**src/rtl/stair_pkg.sv**
```systemverilog
package stair_pkg;

    localparam int STEP_W     = 2;
    localparam int CNT_W      = STEP_W + 2;
    localparam int NUM_BR     = STEP_W;
    localparam int LVL_W      = STEP_W + 1;
    localparam int SW_PER_BR  = 4;
    localparam int GATE_W     = NUM_BR * SW_PER_BR;

    typedef logic [STEP_W-1:0]       mag_t;
    typedef logic [CNT_W-1:0]        cnt_t;
    typedef logic signed [LVL_W-1:0] lvl_t;

    typedef struct packed {
        logic neg;
        mag_t mag;
    } step_t;

    typedef enum logic [1:0] {
        BR_ZERO = 2'd0,
        BR_POS  = 2'd1,
        BR_NEG  = 2'd2
    } br_mode_e;

    // switch 1 is the least significant bit
    typedef struct packed {
        logic s4;
        logic s3;
        logic s2;
        logic s1;
    } br_gate_t;

    localparam br_gate_t ZERO_GATES = '{s4: 1'b1, s3: 1'b0, s2: 1'b1, s1: 1'b0};

    function automatic br_gate_t gates_of(br_mode_e m);
        br_gate_t g;
        case (m)
            BR_POS:  g = '{s4: 1'b1, s3: 1'b0, s2: 1'b0, s1: 1'b1};
            BR_NEG:  g = '{s4: 1'b0, s3: 1'b1, s2: 1'b1, s1: 1'b0};
            default: g = ZERO_GATES;
        endcase
        return g;
    endfunction

    function automatic step_t phase_decode(cnt_t c);
        step_t s;
        s.neg = c[CNT_W-1];
        s.mag = c[CNT_W-2] ? ~c[STEP_W-1:0] : c[STEP_W-1:0];
        return s;
    endfunction

    function automatic lvl_t level_of(step_t s);
        lvl_t m;
        m = lvl_t'({1'b0, s.mag});
        return s.neg ? -m : m;
    endfunction

endpackage

```
**src/rtl/stair_counter.sv**
```systemverilog
module stair_counter
    import stair_pkg::*;
(
    input  logic clk,
    input  logic rst,
    input  logic step_i,
    output cnt_t cnt_q,
    output cnt_t cnt_nxt
);

    always_comb begin
        cnt_nxt = step_i ? cnt_q + 1'b1 : cnt_q;
    end

    always_ff @(posedge clk) begin
        if (rst) begin
            cnt_q <= '0;
        end else begin
            cnt_q <= cnt_nxt;
        end
    end

    // one step per tick, wrapping naturally
    a_r2_count_step: assert property (@(posedge clk) disable iff (rst)
        (step_i && !rst) |=> (cnt_q == cnt_t'($past(cnt_q) + 1'b1)));

    // counter frozen without tick
    a_r3_count_hold: assert property (@(posedge clk) disable iff (rst)
        (!step_i && !rst) |=> $stable(cnt_q));

endmodule

```
**src/rtl/stair_phase.sv**
```systemverilog
module stair_phase
    import stair_pkg::*;
(
    input  cnt_t  cnt_i,
    output step_t step_o,
    output lvl_t  level_o
);

    always_comb begin
        step_o  = phase_decode(cnt_i);
        level_o = level_of(step_o);
    end

endmodule

```
**src/rtl/bridge_cell.sv**
```systemverilog
module bridge_cell
    import stair_pkg::*;
(
    input  logic     active_i,
    input  logic     neg_i,
    output br_gate_t gate_o
);

    br_mode_e mode;

    always_comb begin
        if (!active_i) begin
            mode = BR_ZERO;
        end else if (neg_i) begin
            mode = BR_NEG;
        end else begin
            mode = BR_POS;
        end
        gate_o = gates_of(mode);
    end

endmodule

```
**src/rtl/stair_gate_gen.sv**
```systemverilog
module stair_gate_gen
    import stair_pkg::*;
(
    input  logic              clk,
    input  logic              rst,
    input  logic              step_i,
    output logic [GATE_W-1:0] gate_o,
    output logic [LVL_W-1:0]  level_o
);

    cnt_t     cnt_q;
    cnt_t     cnt_nxt;
    step_t    step_nxt;
    lvl_t     lvl_nxt;
    br_gate_t br_nxt [NUM_BR];
    br_gate_t br_q   [NUM_BR];
    lvl_t     lvl_q;

    stair_counter u_counter (
        .clk     (clk),
        .rst     (rst),
        .step_i  (step_i),
        .cnt_q   (cnt_q),
        .cnt_nxt (cnt_nxt)
    );

    // decode the upcoming count so gates land on the same edge as the count
    stair_phase u_phase (
        .cnt_i   (cnt_nxt),
        .step_o  (step_nxt),
        .level_o (lvl_nxt)
    );

    always_ff @(posedge clk) begin
        if (rst) begin
            lvl_q <= '0;
        end else if (step_i) begin
            lvl_q <= lvl_nxt;
        end
    end

    assign level_o = lvl_q;

    for (genvar b = 0; b < NUM_BR; b++) begin : g_br
        bridge_cell u_cell (
            .active_i (step_nxt.mag[b]),
            .neg_i    (step_nxt.neg),
            .gate_o   (br_nxt[b])
        );

        always_ff @(posedge clk) begin
            if (rst) begin
                br_q[b] <= ZERO_GATES;
            end else if (step_i) begin
                br_q[b] <= br_nxt[b];
            end
        end

        assign gate_o[b*SW_PER_BR +: SW_PER_BR] = br_q[b];

        // no shoot-through in either leg of this bridge
        a_r9_leg_exclusive: assert property (@(posedge clk) disable iff (rst)
            !(br_q[b].s1 && br_q[b].s2) && !(br_q[b].s3 && br_q[b].s4));

        // a negative level never leaves a bridge in the positive pair
        a_r4_polarity: assert property (@(posedge clk) disable iff (rst)
            (lvl_q < 0) |-> !(br_q[b].s1 && br_q[b].s4));

        // zero level means every bridge is in its zero state
        a_r8_zero_state: assert property (@(posedge clk) disable iff (rst)
            (lvl_q == 0) |-> (br_q[b] == ZERO_GATES));
    end

    // the unused most-negative code never appears
    a_r10_range: assert property (@(posedge clk) disable iff (rst)
        lvl_q != lvl_t'({1'b1, {(LVL_W-1){1'b0}}}));

    // outputs frozen without tick
    a_r3_hold: assert property (@(posedge clk) disable iff (rst)
        (!step_i && !rst) |=> ($stable(gate_o) && $stable(level_o)));

endmodule

```
**config.mk**
```make
export PLATFORM = sky130hd
export DESIGN_NAME = stair_gate_gen
export DESIGN_NICKNAME = d
export VERILOG_FILES = /design/src/rtl/stair_pkg.sv /design/src/rtl/stair_counter.sv /design/src/rtl/stair_phase.sv /design/src/rtl/bridge_cell.sv /design/src/rtl/stair_gate_gen.sv
export SDC_FILE = /design/constraint.sdc
export NUM_CORES = 1
export LEC_CHECK = 0
export BUFFER_PORTS_ARGS = -buffer_cell sky130_fd_sc_hd__buf_2
export CAP_MARGIN = 20
export CORE_UTILIZATION = 45
export DETAILED_ROUTE_END_ITERATION = 10
export PLACE_DENSITY = 0.67
export SLEW_MARGIN = 20
export SYNTH_ARGS = -nofsm -noshare
export SYNTH_HDL_FRONTEND = slang
export SYNTH_SLANG_ARGS = --single-unit
```
**constraint.sdc**
```tcl
create_clock -name clk -period 1.85 [get_ports clk]
set_input_delay 0.185 -clock clk [delete_from_list [all_inputs] [get_ports clk]]
set_output_delay 0.185 -clock clk [all_outputs]
set_load 0.02 [all_outputs]
```
==> qor.txt, run 1 <==
Reg2Reg Setup Slack -> 0.12 ns
Total grt overflow -> 0
Initial Util -> 0.4767
CP arrival -> 1.97 ns
Avg Inst Size Synth -> 11.58 µm²
Worst R2R End -> level_o[1]
Clock Skew -> 0.004278 ns
Int Pwr -> 494.9 µW
Sum of negative setup slack -> 0 ns
Slew of the pin with the lowest slew margin -> 0.3728 ns
Area of placed instances -> 780.7 µm²
Setup slack after layout -> 0.1176 ns
Critical path class -> flop to flop
Post-DRT Antenna Nets -> 0
Hold wc startpoint -> rst
Die area -> 1760 µm²
Max Root-Sink Buffers -> 2
Fraction of layout cells with a size suffix above 1 -> 0.2857
Placement Rows -> 14
DRC Markers -> 0
Sw Share -> 0.2666
Syn Nets -> 66
Final Hold Violating Endpoints -> 0
Die Y -> 41.95 µm
Root buf cell -> clkbuf_4
Setup bufs post-CTS -> 0
#FFs+latches synth -> 15
Max Freq -> 577.2 MHz
H-tree Lvls -> 1
Synth cell types -> 28
WHS -> 0.1596 ns
R2R depth -> 4
Psw -> 179.9 µW
Avg Vias per Cell -> 5.409
Share of flip-flops with an asynchronous set or reset -> 0
Worst Hold End -> u_counter.cnt_q[0]
PortBufs -> 13
Min cycle time layout -> 1.732 ns
Slew Limit Fails -> 0
Post-cts sizing count -> 0
Clk pwr share -> 0.285
CTS Hold Buffers Added -> 0
CTS tree -> built
Clock Latency Late Sink -> 0.29 ns
Unrepaired setup endpoints after global routing -> no
Normalized max-slew margin -> 0.7497
Synth Instances -> 62
Ys Warns -> 0
Count of clock tree sinks -> 15
Comb pwr share -> 0.157
Post-layout instance area -> 808.3 µm²
Seq/Total Area, Yosys -> 0.5296
Initial antenna violation count -> 0
Crit path required time -> 2.09 ns
Hold path depth -> 2
Max-Cap Viols -> 0
Final net count -> 82
Setup violators final -> 0
Total wire length -> 1179 µm
Prevailing post-synth register cell -> edfxtp_1
Worst-path maximum fanout -> 5
Gpl congestion -> 0.7388
Tcrit/Tclk final -> 0.9364
Leakage -> 0.0003728 µW
Drt pass-1 iters -> 4
# IOs -> 14
Place WS -> 0.1353 ns
Maximum vdd ir drop -> 0.4150 mV
Wirelength per Cell -> 12.68 µm
First-pass GRT wire length -> 1883 µm
Tot GR Track Use -> 0.1559
EDFF count, synth -> 8
Setup crit start kind -> flop
Pin count of the biggest net entering global routing -> 10
Total power draw -> 674.8 µW
Ant diodes -> 0
Sequential power share -> 0.559
Core Footprint -> 1506 µm²
DRT iter0 DRCs -> 24
Number of global-route vias before repair -> 439
Area Growth Syn to Fin -> 12.54%
Clk slew on worst S/H paths -> 0.09 ns
FF-to-FF Start -> u_counter.cnt_q[1]
Status -> finished, final reports clean
Crit end category -> flop
PwrDens -> 834.8 nW/µm²
Cell Area, Synth -> 718.2 µm²
Via count -> 503
Die Wd -> 41.95 µm
DPL Wire Length -> 895.5 µm
Hold crit path type -> primary input to flop
CTS buffer count -> 3
## power by group through the flow
stage | Clock (µW) | Sequential (µW) | Combinational, µW
4_1_cts | 200 | 377 | 106
5_1_grt | 214 | 380 | 114
3_3_place_gp | 0 | 384 | 104
3_5_place_dp | 0 | 385 | 106
2_1_floorplan | 0 | 402 | 64.5
6_report | 192 | 377 | 106
## layout make-up
| class | instances | area, µm² |
|---|---|---|
| fillers | 138 | 698.2 |
| flip-flops and latches | 15 | 380.4 |
| multi-input cells | 39 | 289.0 |
| repair buffers | 14 | 72.57 |
| clock buffers | 3 | 22.52 |
| well taps | 16 | 20.02 |
| inverters | 5 | 18.77 |
| clock inverters | 1 | 5.005 |
## synth_stat cells, drive strengths merged, types with 2 or more instances
cell | count | share of area
edfxtp | 8 | 0.33
inv | 5 | 0.026
o21ai | 2 | 0.014
nand2 | 6 | 0.031
xor2 | 3 | 0.037
xor3 | 2 | 0.071
dfxtp | 7 | 0.20
xnor2 | 2 | 0.024
nor2 | 7 | 0.037
and2b | 2 | 0.021
buf | 3 | 0.042
## stage by stage
step | utilization | std cells
after global routing | 0.5365 | 93
final | 0.5365 | 93
after global placement | 0.5183 | 89
after CTS | 0.5365 | 93
after detailed placement | 0.5183 | 89
after floorplan | - | 62
## layout by cell type (no fill, tap or decap), drive strengths merged
cell / count
buf: 14
edfxtp: 8
nor2: 7
dfxtp: 7
nand2: 6
inv: 5
xor2: 3
clkbuf: 3
xnor2: 2
and2b: 2
o21ai: 2
xor3: 2
or2b: 1
a21o: 1
nand4: 1
nor3: 1
and2: 1
mux2i: 1
nand3b: 1
o211a: 1
or3: 1
o2111ai: 1
or4: 1
nand2b: 1
o32a: 1
nand3: 1
ha: 1
clkinv: 1
## flip-flops by register name, summed over array words and instances (netlist names)
register         cells
br_q                 8
level_o              3
u_counter.cnt_q      4
## how the worst max path moves through the flow
stage	start	endpoint	cells after the start
2_1_floorplan	u_counter.cnt_q[1]	level_o[1]	4
3_3_place_gp	u_counter.cnt_q[1]	level_o[1]	4
3_5_place_dp	u_counter.cnt_q[1]	level_o[1]	4
4_1_cts	u_counter.cnt_q[1]	level_o[1]	4
5_1_grt	u_counter.cnt_q[1]	level_o[1]	4
6_report	u_counter.cnt_q[1]	level_o[1]	4
## cells by family after synthesis
family / after synthesis / synth area share
XOR/XNOR: 7 / 0.1324
AND/OR/NAND/NOR: 24 / 0.1725
adder cells (fa/ha/maj): 1 / 0.01742
flip-flops: 15 / 0.5296
multiplexers: 1 / 0.01394
AO/OA/AOI/OAI: 6 / 0.06621
buffers and inverters: 8 / 0.06795
## layer usage
layer	routed length (µm)	vias to the layer above	part of all wire	track usage
met5	0	-	0	0
met4	21	0	0.018	0.09677
met3	80	2	0.068	0.04348
met2	590	17	0.50	0.2719
met1	487	242	0.41	0.1633
li1	-	242	-	-
## critical path, stage by stage (launching register included)
cell,delay (ns)
dfxtp_1,0.38
ha_1,0.28
xor3_1,0.41
or4_1,0.53
nand3_1,0.09
(Power assumes the default switching activity.)
==> run 2, diff against run 1 <==
CORE_UTILIZATION = 25   (was 45)
CTS_CLUSTER_SIZE = 28   (was unset)
PLACE_DENSITY = unset   (was 0.67)
==> run 2 against run 1 <==
Sequential share of layout area shrank 1.2 points. Combinational power is essentially flat. Core utilization shrank 23 points. Global-route usage shrank 7.1 points. Worst hold slack lost 0.0082 ns. Cell count grew 16%. Clock skew grew 0.0041 ns. Clock-buffer cell count is the same. Final area grew 2.6%. Clock power is essentially flat. First-iteration DRC count shrank 67%. Critical path type unchanged. Largest power group unchanged. Highest routed layer unchanged.
==> qor.txt, run 2 (synthesis gave the netlist of run 1 again) <==
Status -> finished, final reports clean
Fillers -> 280 (+100%)
Total grt overflow -> 0 (unchanged)
Die Y -> 55.60 µm (+33%)
Initial antenna violation count -> 0 (unchanged)
Post-DRT Antenna Nets -> 0 (unchanged)
Setup slack after layout -> 0.1759 ns (+0.05833 ns)
Tcrit/Tclk final -> 0.9049 (-0.03153)
DPL Wire Length -> 895.7 µm (about the same)
Clk pwr share -> 0.286 (about the same)
PortBufs -> 13 (unchanged)
Root buf cell -> clkbuf_4
Core Footprint -> 2734 µm² (+81%)
CP peak stage delay -> 0.53 ns (about the same)
Layer with the highest usage -> met2
Die area -> 3091 µm² (+76%)
Initial Util -> 0.2627 (-0.2140)
CTS buffer count -> 3 (unchanged)
Maximum vdd ir drop -> 0.3847 mV (-7.3%)
Crit end category -> flop
CP bufs+invs -> 0 (unchanged)
Area Growth Syn to Fin -> 15.51%
Unrepaired setup endpoints after global routing -> no
Clock Skew -> 0.008421 ns (+0.004143 ns)
Clock Latency Late Sink -> 0.29 ns (about the same)
Worst-path cell chain -> xor3_1 > or4_1 > nand3_1
Max Root-Sink Buffers -> 2 (unchanged)
Crit path required time -> 2.09 ns (about the same)
Worst-path maximum fanout -> 7 (+2)
Sequential power share -> 0.557 (-0.002)
Total wire length -> 1176 µm (-0.25%)
Leakage -> 0.0003703 µW (-0.67%)
Place WS -> 0.1359 ns (+0.0006100 ns)
Global routing usage on met1 -> 0.09199 (-0.07134)
Hold crit path type -> primary input to flop
Sw Share -> 0.2690 (+0.002396)
Number of global-route vias before repair -> 446 (+1.6%)
Placement Rows -> 19 (+5)
Clk slew on worst S/H paths -> 0.10 ns (about the same)
Gpl congestion -> 0.8217 (+11%)
Drt pass-1 iters -> 4 (unchanged)
Comb pwr share -> 0.158 (about the same)
Count of clock tree sinks -> 15 (unchanged)
Avg Vias per Cell -> 4.537 (-16%)
Min cycle time layout -> 1.674 ns (-0.05833 ns)
Sum of negative setup slack -> 0 ns (unchanged)
DRT iter0 DRCs -> 8 (-67%)
Tot GR Track Use -> 0.08511 (-0.07080)
Normalized max-slew margin -> 0.7647 (+0.01501)
Int Pwr -> 495.4 µW (+0.11%)
# IOs -> 14 (unchanged)
Ant diodes -> 0 (unchanged)
H-tree Lvls -> 1 (unchanged)
CP arrival -> 1.92 ns (-0.05 ns)
Max-Cap Viols -> 0 (unchanged)
PwrDens -> 816.9 nW/µm² (-2.1%)
Setup crit start kind -> flop
Slew of the pin with the lowest slew margin -> 0.3504 ns (-0.02235 ns)
Via count -> 490 (-2.6%)
Fraction of layout cells with a size suffix above 1 -> 0.2987 (+0.01299)
Final net count -> 82 (unchanged)
Psw -> 182.3 µW (+1.3%)
Commonest non-fill, non-tap cells in the layout -> buf_2 (13), edfxtp_1 (8), nor2_1 (7), dfxtp_1 (7), nand2_1 (6)
Global routing met2 resource utilization -> 0.1325 (-0.1393)
Pin count of the biggest net entering global routing -> 10 (unchanged)
Max Freq -> 597.3 MHz (+3.5%)
Met3 Use GR -> 0.04884 (+0.005359)
CTS tree -> built
Biggest register -> br_q
Setup violators final -> 0 (unchanged)
Most common cell after layout, fill and taps aside -> buf_2
Critical path class -> flop to flop
Cell family with most CP delay -> simple AND/OR/NAND/NOR gates
CP max stage cell -> xor3_1
First-pass GRT wire length -> 1966 µm (+4.4%)
Die Wd -> 55.60 µm (+33%)
Slew Limit Fails -> 0 (unchanged)
Wirelength per Cell -> 10.89 µm (-14%)
DRC Markers -> 0 (unchanged)
Final Hold Violating Endpoints -> 0 (unchanged)
Largest register FFs -> 8 (unchanged)
-- run 2: changes by cell type in the layout (fill, tap and decap cells not counted) --
cell,delta
ha_1,-1
ha_2,+1
-- run 2: through the flow --
stage          hold slack [ns]  area (µm²)  std cells    util  power, µW
4_1_cts                 0.1490       827.0        108  0.3025      688.2
5_1_grt                 0.1492       829.5        108  0.3034      711.7
3_5_place_dp            0.4328       799.5        104  0.2924      492.0
6_report                0.1514       829.5        108  0.3034      677.7
3_3_place_gp            0.4229       799.5        104  0.2924      488.2
2_1_floorplan           0.2574       718.2         62       -      466.1
-- run 2: layer usage --
layer / share of wire / up-vias
met4: 0.027 / 0
li1: - / 240
met1: 0.42 / 221
met2: 0.47 / 25
met5: 0 / -
met3: 0.082 / 4
-- run 2: layout make-up --
| type | instances | area, µm² | area share |
|---|---|---|---|
| inverters | 5 | 18.77 | 0.02262 |
| well taps | 31 | 38.79 | 0.04676 |
| repair buffers | 14 | 72.57 | 0.08748 |
| multi-input cells | 39 | 291.5 | 0.3514 |
| clock buffers | 3 | 22.52 | 0.02715 |
| clock inverters | 1 | 5.005 | 0.006033 |
| flip-flops and latches | 15 | 380.4 | 0.4585 |
-- run 2: repair_timing --
action,4_1_cts,5_1_grt
resized for setup,0,1
endpoints found under the setup margin,0,1
buffers inserted,0,0
hold buffers,0,0
-- run 2: path summary, 6_finish.rpt --
kind / start / depth (start not counted) / slack [ns] / endpoint
worst min-delay path: rst / 2 / 0.15 / u_counter.cnt_q[1]
worst max register to register: u_counter.cnt_q[2] / 3 / 0.18 / level_o[1]
worst max-delay path: u_counter.cnt_q[2] / 3 / 0.18 / level_o[1]
worst min register to register: level_o[2] / 2 / 0.44 / level_o[2]
-- run 2: power by group through the flow --
| stage | clock network [µW] | registers, µW | logic [µW] |
|---|---|---|---|
| 2_1_floorplan | 0 | 402 | 64.5 |
| 3_5_place_dp | 0 | 385 | 107 |
| 6_report | 194 | 377 | 107 |
| 3_3_place_gp | 0 | 384 | 104 |
| 4_1_cts | 203 | 377 | 108 |
| 5_1_grt | 217 | 379 | 116 |
